## src/rtl/tmr8_pkg.sv

```systemverilog
package tmr8_pkg;
    localparam int RATE_W = 3;
    localparam int PRE_W  = 1 << RATE_W;

    typedef enum logic [1:0] {
        PH_Q1,
        PH_Q2,
        PH_Q3,
        PH_Q4
    } phase_e;

    typedef struct packed {
        logic              src_ext;
        logic              edge_fall;
        logic              pre_bypass;
        logic [RATE_W-1:0] rate;
    } tmr_cfg_t;

    localparam int CFG_W = $bits(tmr_cfg_t);
endpackage

```

## src/rtl/tmr8_src.sv

```systemverilog
module tmr8_src
    import tmr8_pkg::*;
#(
    parameter int SYNC_N = 2
) (
    input  logic clk,
    input  logic rst_n,
    input  logic ext_pin,
    input  logic src_ext,
    input  logic edge_fall,
    output logic src_tick
);
    phase_e state_q, state_d;
    logic   int_tick;
    logic   ext_tick;
    logic [SYNC_N:0] sync_q;
    logic   now_lvl, prev_lvl;

    always_ff @(posedge clk or negedge rst_n) begin
        if (!rst_n) state_q <= PH_Q1;
        else        state_q <= state_d;
    end

    always_comb begin
        state_d = state_q;
        unique case (state_q)
            PH_Q1: state_d = PH_Q2;
            PH_Q2: state_d = PH_Q3;
            PH_Q3: state_d = PH_Q4;
            PH_Q4: state_d = PH_Q1;
        endcase
    end

    always_comb begin
        int_tick = (state_q == PH_Q4);
    end

    always_ff @(posedge clk or negedge rst_n) begin
        if (!rst_n) sync_q <= '0;
        else        sync_q <= {sync_q[SYNC_N-1:0], ext_pin};
    end

    assign now_lvl  = sync_q[SYNC_N-1];
    assign prev_lvl = sync_q[SYNC_N];
    assign ext_tick = edge_fall ? (!now_lvl && prev_lvl) : (now_lvl && !prev_lvl);
    assign src_tick = src_ext ? ext_tick : int_tick;

    // the phase sequence closes after the tick phase
    p_phase_wrap_r2: assert property (@(posedge clk) disable iff (!rst_n)
        (state_q == PH_Q4) |=> (state_q == PH_Q1));
    // an internal tick is never followed by another
    p_int_gap_r2: assert property (@(posedge clk) disable iff (!rst_n)
        int_tick |=> !int_tick);
endmodule

```

## src/rtl/tmr8_presc.sv

```systemverilog
module tmr8_presc
    import tmr8_pkg::*;
#(
    parameter int RW = RATE_W,
    localparam int PW = 1 << RW
) (
    input  logic          clk,
    input  logic          rst_n,
    input  logic          src_tick,
    input  logic          bypass,
    input  logic [RW-1:0] rate,
    input  logic          clr,
    output logic          cnt_tick
);
    localparam logic [PW-1:0] PRE_ONE = 1;

    logic [PW-1:0] pre_q;
    logic [PW-1:0] mask;

    always_comb begin
        for (int i = 0; i < PW; i++) begin
            mask[i] = (i <= int'(rate));
        end
    end

    always_ff @(posedge clk or negedge rst_n) begin
        if (!rst_n)                   pre_q <= '0;
        else if (clr)                 pre_q <= '0;
        else if (src_tick && !bypass) pre_q <= pre_q + PRE_ONE;
    end

    assign cnt_tick = bypass ? src_tick : (src_tick && ((pre_q & mask) == mask));

    // a preload empties the prescaler
    p_clear_r6: assert property (@(posedge clk) disable iff (!rst_n)
        clr |=> (pre_q == '0));
    // an assigned-away prescaler holds its count
    p_hold_r4: assert property (@(posedge clk) disable iff (!rst_n)
        (bypass && !clr) |=> $stable(pre_q));
endmodule

```

## src/rtl/tmr8_count.sv

```systemverilog
module tmr8_count #(
    parameter int CW = 8
) (
    input  logic          clk,
    input  logic          rst_n,
    input  logic          we,
    input  logic [CW-1:0] wdata,
    input  logic          tick,
    output logic [CW-1:0] cnt,
    output logic          ovf
);
    localparam logic [CW-1:0] CNT_ONE = 1;

    logic [CW-1:0] cnt_q;
    logic          ovf_q;

    always_ff @(posedge clk or negedge rst_n) begin
        if (!rst_n) begin
            cnt_q <= '0;
            ovf_q <= 1'b0;
        end else begin
            ovf_q <= tick && !we && (cnt_q == '1);
            if (we)        cnt_q <= wdata;
            else if (tick) cnt_q <= cnt_q + CNT_ONE;
        end
    end

    assign cnt = cnt_q;
    assign ovf = ovf_q;

    // preload wins and lands next cycle
    p_load_r6: assert property (@(posedge clk) disable iff (!rst_n)
        we |=> (cnt_q == $past(wdata)));
    // the pulse coincides with a zero count
    p_wrap_zero_r7: assert property (@(posedge clk) disable iff (!rst_n)
        ovf_q |-> (cnt_q == '0));
    // the pulse lasts one cycle
    p_wrap_single_r7: assert property (@(posedge clk) disable iff (!rst_n)
        ovf_q |=> !ovf_q);
    // no write and no tick leaves the count alone
    p_idle_r4: assert property (@(posedge clk) disable iff (!rst_n)
        (!we && !tick) |=> $stable(cnt_q));
endmodule

```

## src/rtl/evt_timer8.sv

```systemverilog
module evt_timer8
    import tmr8_pkg::*;
#(
    parameter int CNT_W = 8
) (
    input  logic             clk,
    input  logic             rst_n,
    input  logic             ext_pin,
    input  logic             cfg_we,
    input  logic [CFG_W-1:0] cfg_wdata,
    input  logic             cnt_we,
    input  logic [CNT_W-1:0] cnt_wdata,
    output logic [CNT_W-1:0] cnt_rdata,
    output logic             ovf_pulse
);
    tmr_cfg_t cfg_q;
    logic     src_tick;
    logic     cnt_tick;

    always_ff @(posedge clk or negedge rst_n) begin
        if (!rst_n)      cfg_q <= '0;
        else if (cfg_we) cfg_q <= tmr_cfg_t'(cfg_wdata);
    end

    tmr8_src #(.SYNC_N(2)) u_src (
        .clk       (clk),
        .rst_n     (rst_n),
        .ext_pin   (ext_pin),
        .src_ext   (cfg_q.src_ext),
        .edge_fall (cfg_q.edge_fall),
        .src_tick  (src_tick)
    );

    tmr8_presc #(.RW(RATE_W)) u_presc (
        .clk      (clk),
        .rst_n    (rst_n),
        .src_tick (src_tick),
        .bypass   (cfg_q.pre_bypass),
        .rate     (cfg_q.rate),
        .clr      (cnt_we),
        .cnt_tick (cnt_tick)
    );

    tmr8_count #(.CW(CNT_W)) u_count (
        .clk   (clk),
        .rst_n (rst_n),
        .we    (cnt_we),
        .wdata (cnt_wdata),
        .tick  (cnt_tick),
        .cnt   (cnt_rdata),
        .ovf   (ovf_pulse)
    );

    // a configuration write is captured whole
    p_cfg_load_r8: assert property (@(posedge clk) disable iff (!rst_n)
        cfg_we |=> (cfg_q == $past(cfg_wdata)));
endmodule

```

## config.mk

```make
export PLATFORM = sky130hd
export DESIGN_NAME = evt_timer8
export DESIGN_NICKNAME = d
export VERILOG_FILES = /design/src/rtl/tmr8_pkg.sv /design/src/rtl/tmr8_src.sv /design/src/rtl/tmr8_presc.sv /design/src/rtl/tmr8_count.sv /design/src/rtl/evt_timer8.sv
export SDC_FILE = /design/constraint.sdc
export NUM_CORES = 1
export LEC_CHECK = 0
export ABC_AREA = 1
export BUFFER_PORTS_ARGS = -buffer_cell sky130_fd_sc_hd__buf_2
export CAP_MARGIN = 15
export CORE_MARGIN = 4
export CORE_UTILIZATION = 55
export CTS_CLUSTER_SIZE = 40
export DETAILED_ROUTE_END_ITERATION = 12
export PLACE_DENSITY = 0.76
export SLEW_MARGIN = 40
export SYNTH_ARGS = -nofsm -noshare
export SYNTH_HDL_FRONTEND = slang
export SYNTH_SLANG_ARGS = --single-unit
```

## constraint.sdc

```tcl
create_clock -name clk -period 1.7 [get_ports clk]
set_input_delay 0.17 -clock clk [delete_from_list [all_inputs] [get_ports clk]]
set_output_delay 0.17 -clock clk [all_outputs]
set_load 0.05 [all_outputs]
```

==> impl_metrics.env, run 1 <==
export IMPL_start_util_pct=56.8
export IMPL_finalHoldViolCount=0
export IMPL_clk_path_buf_depth=2
export IMPL_drt_iter0_markers=52
export IMPL_final_layout_size_suffix_gt1_share_pct=19.8
export IMPL_nFillCells=241
export IMPL_layout_commonest_cell="nand2_1"
export IMPL_worstHoldPathType="input pin to register"
export IMPL_fin_crit_sh_pct=84.2
export IMPL_drcViolationCount=0
export IMPL_dr_total_vias=1332
export IMPL_core_um2=2730
export IMPL_p_leak_nw=0.965
export IMPL_vias_per_cell=5.16
export IMPL_post_route_util_pct=65.6
export IMPL_fin_cells=258
export IMPL_routedWlPerCell_um=12.1
export IMPL_finalPower_mw=1.69
export IMPL_setup_viol=0
export IMPL_hold_slack_ns=0.0318
export IMPL_dieArea_um2=3740
export IMPL_first_global_vias=1217
export IMPL_dp_hpwl_um=2350
export IMPL_async_reset_ff_share_pct=100
export IMPL_p_per_area_nw_per_um2=943
export IMPL_layout_setup_ws_ns=0.269
export IMPL_yosys_register_bits=28
export IMPL_row_count=19
export IMPL_drt_pass1_iterations=4
export IMPL_yosysSeqAreaShare_pct=45.1
export IMPL_arrival_ns=1.71
export IMPL_grt_start_max_net_pins=29
export IMPL_busiest_layer="met2"
export IMPL_place_gp_congestion=0.858
export IMPL_design_area_um2=1790
export IMPL_cts_buffers=3
export IMPL_die_h_um=61.2
export IMPL_min_period_ns=1.43
export IMPL_final_max_slew_violation_count=0
export IMPL_die_w_um=61.2
export IMPL_synth_cells=195
export IMPL_cp_max_fo=10
export IMPL_antenna_cells=0
export IMPL_cts_tree="done"
export IMPL_dp_slack_ns=0.279
export IMPL_grt_pass1_wl_um=5160
export IMPL_syn_avg_cell_area_um2=7.97
export IMPL_relSlewSlack_pct=58.4
export IMPL_nets=252
export IMPL_finalSetupTns_ns=0
export IMPL_drtAntennaViolNets=0
export IMPL_rsz0062_at_grt="no"
export IMPL_worstSetupEndpointType="register"
export IMPL_io_pins=28
export IMPL_clock_latency_ns=0.33
export IMPL_area_delta_synth_final_pct=15.5
export IMPL_dp_cells=252
export IMPL_synthFlopType="dfrtp_1"
export IMPL_status="completed"
export IMPL_final_cell_mix="72 x nand2_1, 28 x dfrtp_1, 27 x buf_2"
export IMPL_placed_area_um2=1720
export IMPL_cp_start_kind="register"
export IMPL_max_vdd_ir_drop_mv=0.727
export IMPL_cts_sinks=28
export IMPL_numPortBuffers=27
export IMPL_htree_levels=1
export IMPL_use_met3_pct=2.94
export IMPL_tightest_slew_ns=0.624
export IMPL_yosys_warnings=0
export IMPL_globalRoute_totalOverflow=0
export IMPL_met1_usage_pct=24.2
export IMPL_maxCapViolCount=0
export IMPL_fmax_mhz=699
export IMPL_synth_distinct_cells=24
export IMPL_synth_edf_count=0
export IMPL_finalClockSkew_ns=0.00852
export IMPL_clk_pin_slew_ns=0.15
export IMPL_worstSetupPathType="register to register"
export IMPL_grt_usage_pct=18.5
export IMPL_cp_data_required_time_ns=1.98
export IMPL_grt_use_met2_pct=30.8
export IMPL_netlist_area_um2=1550
export IMPL_clockRootBuffer="clkbuf_4"
export IMPL_antenna_found_initial=0
export IMPL_synth_nets=219
export IMPL_drt_total_wl_um=3110
[cell type report]
class	count	area [um^2]	share of cell area [%]
multi-input combinational	147	764	42.6
sequential	28	701	39.1
timing repair buffer	32	178	9.90
inverter	16	60.1	3.35
tap	31	38.8	2.16
clock inverter	1	30.0	1.67
clock buffer	3	22.5	1.26
[worst max-delay path, stage by stage (launching register included)]
cell and delay, ns:
dfrtp_1 0.43, ha_1 0.19, nor2_1 0.20, a31oi_4 0.06, nand2_1 0.09, nand2_2 0.13, inv_2 0.15, nand2_1 0.07
nand2_1 0.06
[Yosys cell counts (3+ instances only)]
library cell / n / share of area (%)
xor2_1: 6 / 3.4
nand4_1: 4 / 1.6
xnor2_1: 4 / 2.3
dfrtp_1: 28 / 45
nor2_1: 12 / 2.9
ha_1: 5 / 4.0
o21ai_0: 10 / 3.2
nand2_2: 3 / 1.2
nand2_1: 72 / 17
inv_1: 14 / 3.4
nand3_1: 19 / 6.1
[flip-flops by register name, summed over array words and instances, names as in the netlist]
signal,cells
u_count.cnt,8
u_src.sync_q,3
cfg_q,6
u_count.ovf,1
u_src.state_q,2
u_presc.pre_q,8
[layer usage]
| layer | share of wire (%) | vias up |
|---|---|---|
| met3 | 4.2 | 4 |
| met4 | 0.87 | 0 |
| met2 | 49 | 26 |
| li1 | - | 682 |
| met1 | 46 | 620 |
| met5 | 0 | - |
[cell families (layout without fill, tap and decap cells)]
group	Yosys count	count (layout)	synth area share, %
and+or+nand+nor	120	120	34.2
DFF	28	28	45.1
buffers and inverters	20	52	5.72
AOI/OAI and AO/OA	11	11	4.59
xor gates and xnor gates	10	10	5.64
adders and majority gates	5	5	4.03
muxes	1	1	0.725
[worst paths after layout]
path	start	endpoint	slack, ns	depth (start not counted)
worst max-delay path	u_src.state_q[1]	u_presc.pre_q[3]	0.27	8
worst min register to register	u_src.sync_q[0]	u_src.sync_q[1]	0.37	0
worst max register to register	u_src.state_q[1]	u_presc.pre_q[3]	0.27	8
min in group asynchronous	rst_n	u_presc.pre_q[4]	0.37	2
worst min-delay path	cfg_wdata[4]	cfg_q[4]	0.03	3
max in group asynchronous	rst_n	u_src.state_q[1]	0.92	2
[where the power goes]
group	internal (mW)	switching, mW	total, mW
clock network	0.238	0.196	0.434
registers	0.731	0.0797	0.811
logic	0.143	0.304	0.447
[what timing repair did]
item | 4_1_cts | 5_1_grt
resized for setup | 0 | 0
hold buffers | 2 | 0
setup endpoints to repair | 0 | 0
buffers inserted | 0 | 0
hold endpoints to repair | 29 | 0
(Power assumes the default switching activity.)
==> inputs of run 2 (changes only) <==
--- a/config.mk
+++ b/config.mk
@@ -9,10 +9,10 @@
 export BUFFER_PORTS_ARGS = -buffer_cell sky130_fd_sc_hd__buf_2
 export CAP_MARGIN = 15
 export CORE_MARGIN = 4
-export CORE_UTILIZATION = 55
+export CORE_UTILIZATION = 49
 export CTS_CLUSTER_SIZE = 40
 export DETAILED_ROUTE_END_ITERATION = 12
-export PLACE_DENSITY = 0.76
+export PLACE_DENSITY = 0.71
 export SLEW_MARGIN = 40
 export SYNTH_ARGS = -nofsm -noshare
 export SYNTH_HDL_FRONTEND = slang
==> constraint.sdc (replaced) <==
create_clock -name clk -period 1.3 [get_ports clk]
set_input_delay 0.13 -clock clk [delete_from_list [all_inputs] [get_ports clk]]
set_output_delay 0.13 -clock clk [all_outputs]
set_load 0.05 [all_outputs]
==> impl_metrics.env, run 2 (synthesis results as in run 1) <==
export IMPL_cp_data_required_time_ns=1.57
export IMPL_dp_hpwl_um=2510
export IMPL_cts_buffers=3
export IMPL_numPortBuffers=27
export IMPL_drcViolationCount=0
export IMPL_violations="setup timing"
export IMPL_routedWlPerCell_um=11.8
export IMPL_drt_total_wl_um=3500
export IMPL_critPathMaxStageDelay_ns=0.44
export IMPL_path_buf_inv=1
export IMPL_clk_path_buf_depth=2
export IMPL_first_global_vias=1336
export IMPL_final_cell_mix="68 x nand2_1, 26 x buf_2, 22 x dfrtp_1"
export IMPL_core_um2=3050
export IMPL_worstSetupEndpointType="register"
export IMPL_globalRoute_totalOverflow=0
export IMPL_grt_usage_pct=18.1
export IMPL_die_w_um=64.3
export IMPL_min_period_ns=1.38
export IMPL_relSlewSlack_pct=73.1
export IMPL_drt_iter0_markers=30
export IMPL_dr_total_vias=1421
export IMPL_path_cells="inv_2, nand2_1, nand3_1, nand2_1, nor2_1, nand2_1, nand2_4, nand2_8, nand2_8, nand2_2, nand2_1"
export IMPL_fin_cells=296
export IMPL_drtAntennaViolNets=0
export IMPL_antenna_found_initial=0
export IMPL_final_max_slew_violation_count=0
export IMPL_drt_pass1_iterations=4
export IMPL_finalHoldViolCount=0
export IMPL_layout_setup_ws_ns=-0.0809
export IMPL_clock_latency_ns=0.33
export IMPL_cp_slowest_cell="dfrtp_1"
export IMPL_layout_commonest_cell="nand2_1"
export IMPL_cts_tree="done"
export IMPL_clk_pin_slew_ns=0.14
export IMPL_area_delta_synth_final_pct=35.3
export IMPL_p_leak_nw=1.08
export IMPL_status="finished with violations"
export IMPL_die_h_um=64.3
export IMPL_finalPower_mw=2.37
export IMPL_cp_start_kind="register"
export IMPL_dieArea_um2=4140
export IMPL_critPathMostFrequentCell="nand2_1"
export IMPL_row_count=20
export IMPL_vias_per_cell=4.80
export IMPL_nFillCells=270
export IMPL_grt_pass1_wl_um=6000
export IMPL_max_vdd_ir_drop_mv=0.954
export IMPL_rsz0062_at_grt="yes"
export IMPL_place_gp_congestion=0.909
export IMPL_worstHoldPathType="input pin to register"
export IMPL_htree_levels=1
export IMPL_tightest_slew_ns=0.404
export IMPL_final_layout_size_suffix_gt1_share_pct=33.3
export IMPL_io_pins=28
export IMPL_start_util_pct=50.9
export IMPL_worstSetupPathType="register to register"
export IMPL_finalClockSkew_ns=0.00945
export IMPL_cts_sinks=28
export IMPL_fmax_mhz=724
export IMPL_crit_family="simple AND/OR/NAND/NOR gates"
export IMPL_p_per_area_nw_per_um2=1130
export IMPL_maxCapViolCount=0
export IMPL_cp_max_fo=8
export IMPL_clockRootBuffer="clkbuf_4"
export IMPL_dp_cells=276
export IMPL_setup_viol=17
export IMPL_arrival_ns=1.65
export IMPL_grt_start_max_net_pins=18
export IMPL_nets=277
export IMPL_fin_crit_sh_pct=106
export IMPL_antenna_cells=0
[run 2: changes by cell type in the layout (fill, tap and decap cells not counted), sizes merged]
| cell | previous run | this run |
|---|---|---|
| nand2 | 77 | 78 |
| dlygate4sd3 | 2 | 6 |
| clkbuf | 3 | 4 |
| buf | 30 | 49 |
[run 2: layout make-up]
cell class	count	area, um^2	area share (%)
clock inverters	1	30.0	1.43
well taps	44	55.1	2.62
repair buffers	56	378	18.0
clock buffers	3	22.5	1.07
flip-flops and latches	28	708	33.7
inverters	16	62.6	2.98
multi-input cells	148	846	40.2
[run 2: path summary, 6_finish.rpt]
| kind | startpoint | endpoint | slack (ns) | cells past startpoint |
|---|---|---|---|---|
| worst min register to register | u_src.sync_q[0] | u_src.sync_q[1] | 0.37 | 0 |
| min in group asynchronous | rst_n | u_presc.pre_q[7] | 0.23 | 2 |
| worst max-delay path | cfg_q[1] | u_count.cnt[0] | -0.08 | 11 |
| worst min-delay path | cfg_wdata[3] | cfg_q[3] | 0.008 | 3 |
| worst max register to register | cfg_q[1] | u_count.cnt[0] | -0.08 | 11 |
| max in group asynchronous | rst_n | cfg_q[5] | 0.60 | 3 |
[run 2: per-layer routing]
metal	wire length (um)	track usage [%]	up-vias
met4	29	3.96	0
li1	-	-	731
met5	0	0	-
met3	124	3.34	4
met1	1560	23.8	662
met2	1790	30.8	24
[run 2: tightest hold or removal path, delay by kind of cell]
| family | cells | cell delay [ns] |
|---|---|---|
| AOI/OAI and AO/OA | 1 | 0.06 |
| buffers and inverters | 1 | 0.07 |
| and+or+nand+nor | 1 | 0.04 |
[run 2: per-stage QoR]
stage          hold WS (ns)  setup slack [ns]  area, um^2  setup TNS [ns]  util, %
6_report            0.00763           -0.0809        2100          -0.707     68.9
5_1_grt              0.0122            -0.148        2100           -2.11     68.9
4_1_cts             0.00267           -0.0473        2040          -0.514     66.9
3_5_place_dp         0.0795            -0.151        1860           -1.47     60.8
3_3_place_gp         0.0773           -0.0717        1860          -0.459     60.8
2_1_floorplan        -0.166           -0.0627        1590         -0.0856        -
[run 2: report_power, final]
part,switching [mW],internal (mW)
Clock,0.259,0.312
Sequential,0.106,0.963
Combinational,0.455,0.274
Total,0.820,1.55
[run 2: repair_timing]
action	4_1_cts	5_1_grt
hold endpoints to repair	19	1
setup buffers	6	3
endpoints found under the setup margin	17	18
hold buffers	5	1
resized for setup	12	6
gates cloned	0	1
pin swaps	8	9
